**src/rtl/mpg_pkg.sv**
```systemverilog
package mpg_pkg;

   typedef enum logic {
      PAR_EVEN = 1'b0,
      PAR_ODD  = 1'b1
   } par_sense_e;

endpackage

```
**src/rtl/mpg_lane_gen.sv**
```systemverilog
module mpg_lane_gen #(
   parameter int                 LANE_W = 8,
   parameter mpg_pkg::par_sense_e SENSE = mpg_pkg::PAR_ODD
) (
   input  logic [LANE_W-1:0] lane,
   output logic              chk_bit
);

   generate
      if (SENSE == mpg_pkg::PAR_ODD) begin : g_odd
         assign chk_bit = ~(^lane);
      end else begin : g_even
         assign chk_bit = ^lane;
      end
   endgenerate

endmodule

```
**src/rtl/mpg_lane_chk.sv**
```systemverilog
module mpg_lane_chk #(
   parameter int                 LANE_W = 8,
   parameter mpg_pkg::par_sense_e SENSE = mpg_pkg::PAR_ODD
) (
   input  logic [LANE_W-1:0] lane,
   input  logic              stored_bit,
   output logic              bad
);

   logic expect_bit;

   mpg_lane_gen #(.LANE_W(LANE_W), .SENSE(SENSE)) u_gen (
      .lane    (lane),
      .chk_bit (expect_bit)
   );

   assign bad = expect_bit ^ stored_bit;

endmodule

```
**src/rtl/mpg_err_latch.sv**
```systemverilog
module mpg_err_latch #(
   parameter int LANES = 2
) (
   input  logic             clk,
   input  logic             rst_n,
   input  logic             clr,
   input  logic             capture,
   input  logic [LANES-1:0] lanes_in,
   output logic             halt_q,
   output logic [LANES-1:0] lanes_q
);

   always_ff @(posedge clk or negedge rst_n) begin
      if (!rst_n) begin
         halt_q  <= 1'b0;
         lanes_q <= '0;
      end else if (clr) begin
         halt_q  <= 1'b0;
         lanes_q <= '0;
      end else if (capture && !halt_q) begin
         halt_q  <= 1'b1;
         lanes_q <= lanes_in;
      end
   end

   // a set latch holds, and its recorded bytes freeze, until cleared
   a_r6_sticky: assert property (@(posedge clk) disable iff (!rst_n)
      (halt_q && !clr) |=> halt_q);
   a_r6_frozen: assert property (@(posedge clk) disable iff (!rst_n)
      (halt_q && !clr) |=> $stable(lanes_q));
   // clear empties the latch
   a_r7_clear: assert property (@(posedge clk) disable iff (!rst_n)
      clr |=> (!halt_q && lanes_q == '0));

endmodule

```
**src/rtl/mem_byte_parity_guard.sv**
```systemverilog
module mem_byte_parity_guard #(
   parameter int                  DATA_W = 16,
   parameter int                  LANE_W = 8,
   parameter mpg_pkg::par_sense_e SENSE  = mpg_pkg::PAR_ODD,
   localparam int                 LANES  = DATA_W / LANE_W,
   localparam int                 WORD_W = DATA_W + LANES
) (
   input  logic              clk,
   input  logic              rst_n,
   input  logic              chk_en,
   input  logic              clr,
   input  logic [DATA_W-1:0] wr_data,
   output logic [WORD_W-1:0] wr_word,
   input  logic              rd_valid,
   input  logic [WORD_W-1:0] rd_word,
   output logic [DATA_W-1:0] rd_data,
   output logic              halt_req,
   output logic              err_lamp,
   output logic [LANES-1:0]  err_lanes
);

   generate
      if (LANE_W < 1 || DATA_W % LANE_W != 0) begin : g_bad_lane
         $error("DATA_W must be a whole multiple of LANE_W");
      end
      if (LANES < 1) begin : g_bad_count
         $error("at least one lane is required");
      end
   endgenerate

   logic [LANES-1:0] gen_bits;
   logic [LANES-1:0] lane_bad;
   logic             capture;
   logic             halt_q;
   logic [LANES-1:0] lanes_q;

   genvar gi;
   generate
      for (gi = 0; gi < LANES; gi++) begin : g_lane
         mpg_lane_gen #(.LANE_W(LANE_W), .SENSE(SENSE)) u_gen (
            .lane    (wr_data[gi*LANE_W +: LANE_W]),
            .chk_bit (gen_bits[gi])
         );
         mpg_lane_chk #(.LANE_W(LANE_W), .SENSE(SENSE)) u_chk (
            .lane       (rd_word[gi*LANE_W +: LANE_W]),
            .stored_bit (rd_word[DATA_W + gi]),
            .bad        (lane_bad[gi])
         );
         assign wr_word[DATA_W + gi] = chk_en & gen_bits[gi];

         // each stored lane with its check bit carries the chosen parity
         a_r1_lane_parity: assert property (@(posedge clk) disable iff (!rst_n)
            chk_en |-> ((^{wr_word[gi*LANE_W +: LANE_W], wr_word[DATA_W + gi]}) == 1'(SENSE)));
      end
   endgenerate

   assign wr_word[DATA_W-1:0] = wr_data;
   assign rd_data             = rd_word[DATA_W-1:0];
   assign capture             = chk_en & rd_valid & (|lane_bad);

   mpg_err_latch #(.LANES(LANES)) u_latch (
      .clk      (clk),
      .rst_n    (rst_n),
      .clr      (clr),
      .capture  (capture),
      .lanes_in (lane_bad),
      .halt_q   (halt_q),
      .lanes_q  (lanes_q)
   );

   assign halt_req  = halt_q;
   assign err_lamp  = |lanes_q;
   assign err_lanes = lanes_q;

   // a failing enabled read on a clear latch raises the halt
   a_r4_raise: assert property (@(posedge clk) disable iff (!rst_n)
      (chk_en && rd_valid && (|lane_bad) && !halt_req && !clr) |=> (halt_req && err_lamp));
   // a cycle without a read strobe never raises the halt
   a_r5_no_strobe: assert property (@(posedge clk) disable iff (!rst_n)
      (!rd_valid && !halt_req) |=> !halt_req);
   // disabled checker raises nothing and stores no check bits
   a_r8_disabled: assert property (@(posedge clk) disable iff (!rst_n)
      (!chk_en && !halt_req) |=> !halt_req);
   a_r8_no_bits: assert property (@(posedge clk) disable iff (!rst_n)
      !chk_en |-> (wr_word[WORD_W-1:DATA_W] == '0));

endmodule

```
**config.mk**
```make
export PLATFORM = sky130hd
export DESIGN_NAME = mem_byte_parity_guard
export DESIGN_NICKNAME = d
export VERILOG_FILES = /design/src/rtl/mpg_pkg.sv /design/src/rtl/mpg_lane_gen.sv /design/src/rtl/mpg_lane_chk.sv /design/src/rtl/mpg_err_latch.sv /design/src/rtl/mem_byte_parity_guard.sv
export SDC_FILE = /design/constraint.sdc
export NUM_CORES = 1
export LEC_CHECK = 0
export ABC_CLOCK_PERIOD_IN_PS = 1500
export BUFFER_PORTS_ARGS = -buffer_cell sky130_fd_sc_hd__buf_2
export CAP_MARGIN = 20
export CELL_PAD_IN_SITES_DETAIL_PLACEMENT = 0
export CELL_PAD_IN_SITES_GLOBAL_PLACEMENT = 1
export CORE_ASPECT_RATIO = 1.1
export CORE_MARGIN = 1.5
export CORE_UTILIZATION = 23
export DETAILED_ROUTE_END_ITERATION = 16
export PLACE_DENSITY_LB_ADDON = 0.1
export SLEW_MARGIN = 25
export SYNTH_ARGS = -nofsm -noshare
export SYNTH_HDL_FRONTEND = slang
export SYNTH_SLANG_ARGS = --single-unit
```
**constraint.sdc**
```tcl
create_clock -name clk -period 1.5 [get_ports clk]
set_input_delay 0.225 -clock clk [delete_from_list [all_inputs] [get_ports clk]]
set_output_delay 0.225 -clock clk [all_outputs]
set_load 0.02 [all_outputs]
```
## Word-level counts from Yosys, hierarchy flattened

Cells that the tools add are included.

| storage, ports and cells | value |
|---|---|
| register bits after elaboration | 3 |
| bits of input ports | 39 |
| output and inout bits | 38 |
| word-level logic and storage cells | 25 |

| cells by class | value |
|---|---|
| muxes and demuxes | 4 |
| bitwise gates (word level) | 10 |
| reduce and logical (&&, ||, !) cells | 9 |

Operator list:

| kind | count |
|---|---|
| $reduce_xor A8 Y1 | 4 |
| $and A1 B1 Y1 | 4 |
| $mux W2 | 2 |
| $not A1 Y1 | 4 |
| $reduce_or A2 Y1 | 2 |
| $mux W1 | 2 |
| $reduce_bool A2 Y1 | 1 |
| $xor A1 B1 Y1 | 2 |
| $logic_and A1 B1 Y1 | 1 |
| $logic_not A1 Y1 | 1 |

## Logic depth before layout (Yosys ltp)

Gate-level depths: netlist (run 1).

| logic depth | value |
|---|---|
| depth in word-level cells | 8 |
| mapped depth | 5 |
| mapped depth without buffers | 5 |

## By module

Synthesis (run 1) repeated with hierarchy kept, for this count alone.

| unflattened totals | value |
|---|---|
| cells, all modules | 78 |
| area, all modules | 670.6 µm² |

By module, submodules not included:

| module | instances | cells an instance | area each (µm²) | seq. area each (µm²) |
|---|---|---|---|---|
| mem_byte_parity_guard | 1 | 36 | 269.0 | 0.0 |
| mpg_lane_gen | 4 | 7 | 61.3 | 0.0 |
| mpg_err_latch | 1 | 12 | 138.9 | 75.1 |
| mpg_lane_chk | 2 | 1 | 8.8 | 0.0 |

## Worst setup path after synthesis (run 1)

No wires, ideal clock.

| timing | value |
|---|---|
| path kind | input port to flip-flop |
| start point | input rd_word[3] |
| end point | register u_latch.lanes_q[0] |
| setup time | 77 ps |
| arrival | 1362 ps |
| required time | 1423 ps |
| slack | 60 ps |
| stages | 5 |
| path buffers | 0 |
| cells stage by stage | xnor2_1 -> xnor3_1 -> xnor2_1 -> or3_1 -> a21oi_1 |

| on the way | value |
|---|---|
| word-level cells in the longest chain between the ends | 7 |
| elaborated cells on any way between the ends | 9 |
| those cells by class | mux (2); bitwise (3); reduce/logical (4) |

RTL lines:

| item | RTL line | RTL |
|---|---|---|
| start: declaration | mem_byte_parity_guard.sv:15 | `input logic [WORD_W-1:0] rd_word,` |
| $reduce_xor A8 Y1 * | mpg_lane_gen.sv:11 | `assign chk_bit = ~(^lane);` |
| $not A1 Y1 * | mpg_lane_gen.sv:11 |  |
| $xor A1 B1 Y1 * | mpg_lane_chk.sv:17 | `assign bad = expect_bit ^ stored_bit;` |
| $reduce_or A2 Y1 | mem_byte_parity_guard.sv:59 | `assign capture = chk_en & rd_valid & (\|lane_bad);` |
| $and A1 B1 Y1 | mem_byte_parity_guard.sv:59 |  |
| $logic_and A1 B1 Y1 | mpg_err_latch.sv:20 | `end else if (capture && !halt_q) begin` |
| $reduce_bool A2 Y1 (no line) | n/a |  |
| end signal: assignment | mpg_err_latch.sv:22 | `lanes_q <= lanes_in;` |
| end: declaration | mpg_err_latch.sv:10 | `output logic [LANES-1:0] lanes_q` |

Mark *: on every way between the ends. The rest lies on a longest branch, timed or not. The select of a mux whose other input is x is not followed.
A chain may end at the register's enable or synchronous reset.

## Worst setup path after layout (run 1)

Ends and elaborated chain as after synthesis.

==> results of run 1 <==
[layout by cell type (no fill, tap or decap), drive strengths merged, types with 2 or more instances in the layout]
master and instances:
o31ai 2, xnor2 24, xnor3 2, clkbuf 4
or3 2, and2 2, dfrtp 3, xor2 2
buf 76, a21oi 3
[metrics by stage]
step	cells	utilization (%)
after floorplan	75	-
after global placement	152	30.9
after detailed placement	152	30.9
after CTS	157	32.2
after global routing	157	32.2
final	157	32.2
[final cells by class]
| class | instances | area (sq um) |
|---|---|---|
| Sequential cell | 3 | 75.1 |
| Clock buffer | 4 | 26.3 |
| Multi-Input combinational cell | 40 | 370 |
| Tap cell | 33 | 41.3 |
| Timing Repair Buffer | 77 | 390 |
| Fill cell | 306 | 1900 |
[worst max-delay path, stage by stage]
cell and delay [ps]:
buf_2 110, xnor2_1 150, xnor3_1 420, xnor2_1 170
or3_1 360, a21oi_1 140
[state kept, by name, summed over array words and instances (netlist names)]
| name | count |
|---|---|
| u_latch.lanes_q | 2 |
| u_latch.halt_q | 1 |
[logic make-up (layout without fill, tap and decap cells)]
kind of cell	after synthesis	count (layout)	synth area share [%]
DFF	3	3	10.9
buffers and inverters	32	81	35.0
AOI/OAI and AO/OA	6	6	5.84
xor gates and xnor gates	28	28	43.1
and+or+nand+nor	6	6	5.11
[metal layers]
metal,vias up,track usage [%]
li1,303,-
met1,256,7.97
met2,40,14.1
met3,0,0.750
met4,0,6.27
met5,-,0
[worst min path at each step]
stage,endpoint,slack (ps)
after floorplan,u_latch.halt_q$_DFFE_PN0P_,-70
after global placement,u_latch.lanes_q[0]$_DFFE_PN0P_,30
after detailed placement,u_latch.halt_q$_DFFE_PN0P_,30
after CTS,u_latch.lanes_q[1]$_DFFE_PN0P_,180
after global routing,u_latch.lanes_q[1]$_DFFE_PN0P_,180
final,u_latch.lanes_q[1]$_DFFE_PN0P_,180
[power by group]
part	total [mW]	switching [mW]	leakage, nW	internal, mW
clock network	0.137	0.0374	0.0150	0.0994
logic	0.443	0.229	0.449	0.214
registers	0.103	0.0105	0.0405	0.0920
==> metrics.txt, run 1 <==
outcome=complete, no violations; Max Used Layer=met3; Slew headroom=81.0%; reg2reg path depth=2; final RePlAce weighted congestion=0.616; DR WL/cell=8.10 um; Post-Route M1 WL=444 um; postcts setup bufs=0; DR iter-0 viols=2; crit path max fanout=3; DRC=0; MaxCap Viol Count=0; CTS tree=yes; top cells by area, synth=buf_4 (35%), xnor2_1 (27%), dfrtp_1 (11%), xnor2_2 (7.1%), xnor3_1 (6.6%); top-area cell type share of the netlist area=35.0%; Num Clock Sinks=3; Worst setup SP type=input port; Reg2Reg Setup Slack=470 ps; Seq/Total Area, Yosys=10.9%; dpl cell area=867 sq um; Post-Syn Nets=114; largest net degree at the start of global routing=7; #FFs+latches synth=3; Top FF cell, synth=dfrtp_1; Peak VDD IR=0.267 mV; routed wl met3=146 um; Worst Hold Class=input port to flop; layout cells sized above 1=66.9%; setup TNS=0 ps; gr usage total=7.87%; Final min period=1410 ps; Avg Cell Area, Syn=9.14 sq um; Clock transition at path regs=40 ps; port buffer count=76; Clock Skew=1.03 ps; Post-synth ARST share=100%; Critical path destination=u_latch.lanes_q[0]$_DFFE_PN0P_; Power Dens Cells=755 nW/um^2; final antenna-violating net count=0; required time of the critical path=1650 ps; initial antenna violation count=0; first-pass GRT wire length=1880 um; die area=3320 sq um; Clk Latency, worst-skew pair=230 ps; IO Count=77; Core Region=2800 sq um; count of cell types in the netlist=13; ANT cells=0; worst hold start=clr; Die Span Y=60.3 um; crit path DAT=1560 ps; reg-to-reg endpoint=u_latch.lanes_q[0]$_DFFE_PN0P_; final setup violation count=0; dominant cell type by area after synthesis=buf_4; most numerous cell in the Yosys netlist=buf_4; Critical Path Start=rd_word[3]; num rows=20; DR vias=599; Hold Crit Depth=2; drt via density=3.82; fin. max-slew vios=0; leak pwr=0.505 nW; Final Hold Viols=0; unrepaired setup endpoints after global routing=false; Num CTS Buffers=3; fin area=903 sq um; Post-synth EDFFs=0; P&R area growth vs syn=31.8%; H-tree depth=1; clk root buf=clkbuf_4; fin nets=164; crit path kind=input port to flop; Starting Density=24.5%; CP Capture Type=flop; Die Width=55.1 um; final wirelength=1270 um; GRT Residual Overflow=0; Slew @ Worst Pin=282 ps; # resized after CTS=0; Clock Path Buffers=2; fmax=708 MHz; Mapped Cells=75; period utilization=94.2%; met2 routed WL=679 um; mapped cell area=686 sq um; synth warn=0; Tot Pwr=682 uW; Worst Hold Slack=184 ps; TritonRoute pass-1 iters=4; Place WS=-169 ps; vias in the first global route=511; Final WS setup=87.3 ps; Post-CTS Hold Buffers=1; R2R Path Start=u_latch.halt_q$_DFFE_PN0P_; synth cell count leaders=buf_4 (32), xnor2_1 (21), a21oi_1 (3), dfrtp_1 (3), xnor2_2 (3)
No activity file was read; power rests on OpenSTA's default activity.
==> run 2: changes to the inputs <==
ABC_AREA = 1   (was default)
CORE_UTILIZATION = 24   (was 23)
==> metrics.txt, run 2 <==
CP bufs+invs=2; switching pwr=288 uW; Seq/Total Area, Yosys=9.49%; clock power share=21.6%; postcts setup bufs=0; GRT Residual Overflow=0; Reg2Reg Setup Slack=680 ps; Peak VDD IR=0.218 mV; Final Non-Filler Cells=202; num rows=21; Die Width=57.7 um; layout cells sized above 1=53.6%; Core Region=3100 sq um; crit path max fanout=2; top cells by area, synth=buf_4 (30%), xnor2_1 (16%), nand2_1 (11%), dfrtp_1 (9.5%), xor2_1 (8.9%); DR iter-0 viols=26; CP delay by family, top=XOR/XNOR gates; first-pass GRT wire length=2160 um; Largest register FFs=2; Slew headroom=86.7%; Power Dens Cells=638 nW/um^2; fin nets=208; #FFs+latches synth=3; Sw Ratio=44.7%; final setup violation count=0; crit path DAT=1060 ps; count of cell types in the netlist=13; Starting Density=25.5%; max incr delay on CP=180 ps; reg2reg path depth=3; P&R area growth vs syn=27.7%; synth warn=0; synth cell count leaders=buf_4 (32), nand2_1 (24), inv_1 (14), xnor2_1 (14), xor2_1 (8); Sequential Power Share=14.5%; Top FF cell, synth=dfrtp_1; largest net degree at the start of global routing=5; initial antenna violation count=0; R2R Path Start=u_latch.halt_q$_DFFE_PN0P_; Final min period=1290 ps; period utilization=85.8%; outcome=complete, but fails checks; Die Span Y=63.2 um; port buffer count=76; Final Hold Viols=0; top-area cell type share of the netlist area=30.4%; worst hold start=clr; Inst Count DP=197; filler instances=361; Slew @ Worst Pin=199 ps; Clock Path Buffers=2; Post-Syn Nets=158; Post-synth ARST share=100%; most numerous cell in the Yosys netlist=buf_4; mapped cell area=791 sq um; final RePlAce weighted congestion=0.673; fmax=777 MHz; crit path kind=input port to output pin; Num Clock Sinks=3; Worst Hold Class=input port to flop; CP Capture Type=output pin; TritonRoute pass-1 iters=10; leak pwr=0.628 nW; dominant cell type by area after synthesis=buf_4; WHS Endpoint=u_latch.halt_q$_DFFE_PN0P_; MaxCap Viol Count=0; vias in the first global route=574; Gate power share=64.0%; unrepaired setup endpoints after global routing=false; CP Cell Sequence=buf_2 -> xnor2_1 -> xnor2_1 -> o21ai_0 -> a21oi_1 -> buf_2; Clock transition at path regs=30 ps; DRC=4; Worst setup SP type=input port; Mapped Cells=119; DR vias=766; Pint=356 uW; Num CTS Buffers=3; fin. max-slew vios=0; Clk Latency, worst-skew pair=230 ps; final antenna-violating net count=0; H-tree depth=1; Hold Crit Depth=2; Worst Hold Slack=162 ps; Reg with most FFs=u_latch.lanes_q; DR WL/cell=7.44 um; Avg Cell Area, Syn=6.65 sq um; DP HPWL=1420 um; failing checks=design-rule violations; required time of the critical path=1270 ps; Critical Path Slowest Stage Cell=xnor2_1; setup TNS=0 ps; commonest non-fill, non-tap cells in the layout=buf_2 (76), nand2_1 (24), inv_1 (14), xnor2_1 (14), xor2_1 (8); final wirelength=1500 um; clk root buf=clkbuf_4; most common cell after layout, fill and taps aside=buf_2; ANT cells=0; die area=3650 sq um; drt via density=3.79; IO Count=77; Clock Skew=0.135 ps; Post-synth EDFFs=0; Regs by FF count=u_latch.lanes_q (2), u_latch.halt_q (1); Tot Pwr=644 uW; reg-to-reg endpoint=u_latch.lanes_q[1]$_DFFE_PN0P_; CTS tree=yes; gr usage total=7.37%
run 2: cell count changes in the layout (fill, tap and decap cells not counted), moves of 3 or more:
cell	change
nand3_2	+3
xnor2_1	-7
inv_1	+14
xor2_1	+6
nand3_1	+4
xnor2_2	-3
nand2_2	+5
nand2_1	+23
inv_2	+3
run 2: layout make-up:
type                       instances  area, sq um  area share (%)
multi-input combinational         67          412            40.8
inverter                          17         63.8            6.32
clock buffer                       4         26.3            2.60
tap                               34         42.5            4.21
sequential                         3         75.1            7.43
timing repair buffer              77          390            38.7
run 2: logic make-up after synthesis:
logic type / Yosys count / synth area share (%)
AOI/OAI and AO/OA: 7 / 4.43
xor gates and xnor gates: 22 / 24.4
buffers and inverters: 49 / 38.4
DFF: 3 / 9.49
and+or+nand+nor: 38 / 23.3
run 2: routing by layer:
layer / GRT usage, % / vias to the layer above / part of all wire, %
li1: - / 424 / -
met5: 0 / - / 0
met3: 1.23 / 0 / 7.9
met2: 13.8 / 32 / 57
met1: 7.70 / 310 / 35
met4: 3.49 / 0 / 0
run 2: worst register-to-register path: stages, from the launching register on:
cell and delay (ps):
dfrtp_1 360, inv_1 110, nand3_2 100, a21oi_1 160
run 2: per-stage QoR:
stage | util [%] | worst slack [ps] | area [sq um]
detailed placement | 31.4 | 198 | 973
global placement | 31.4 | 220 | 973
finish | 32.6 | 214 | 1010
CTS | 32.6 | 202 | 1010
floorplan | - | 293 | 791
global route | 32.6 | 126 | 1010
run 2: power groups by stage:
stage | Sequential [mW] | Clock (mW) | Combinational [mW]
finish | 0.0933 | 0.139 | 0.412
global route | 0.0943 | 0.153 | 0.455
CTS | 0.0936 | 0.149 | 0.421
detailed placement | 0.0946 | 0 | 0.417
global placement | 0.0942 | 0 | 0.414
floorplan | 0.105 | 0 | 0.313
run 2: worst max-delay path by stage:
stage / to / from / cells after the start
finish: wr_word[16] / wr_data[7] / 6
global route: wr_word[16] / wr_data[7] / 6
CTS: wr_word[16] / wr_data[7] / 6
detailed placement: u_latch.lanes_q[1]$_DFFE_PN0P_ / rd_word[1] / 14
global placement: wr_word[17] / wr_data[15] / 6
floorplan: wr_word[16] / wr_data[7] / 4
run 2: what timing repair did:
item / 4_1_cts / 5_1_grt
hold endpoints to repair: 3 / 0
resized for setup: 0 / 0
hold buffers: 1 / 0
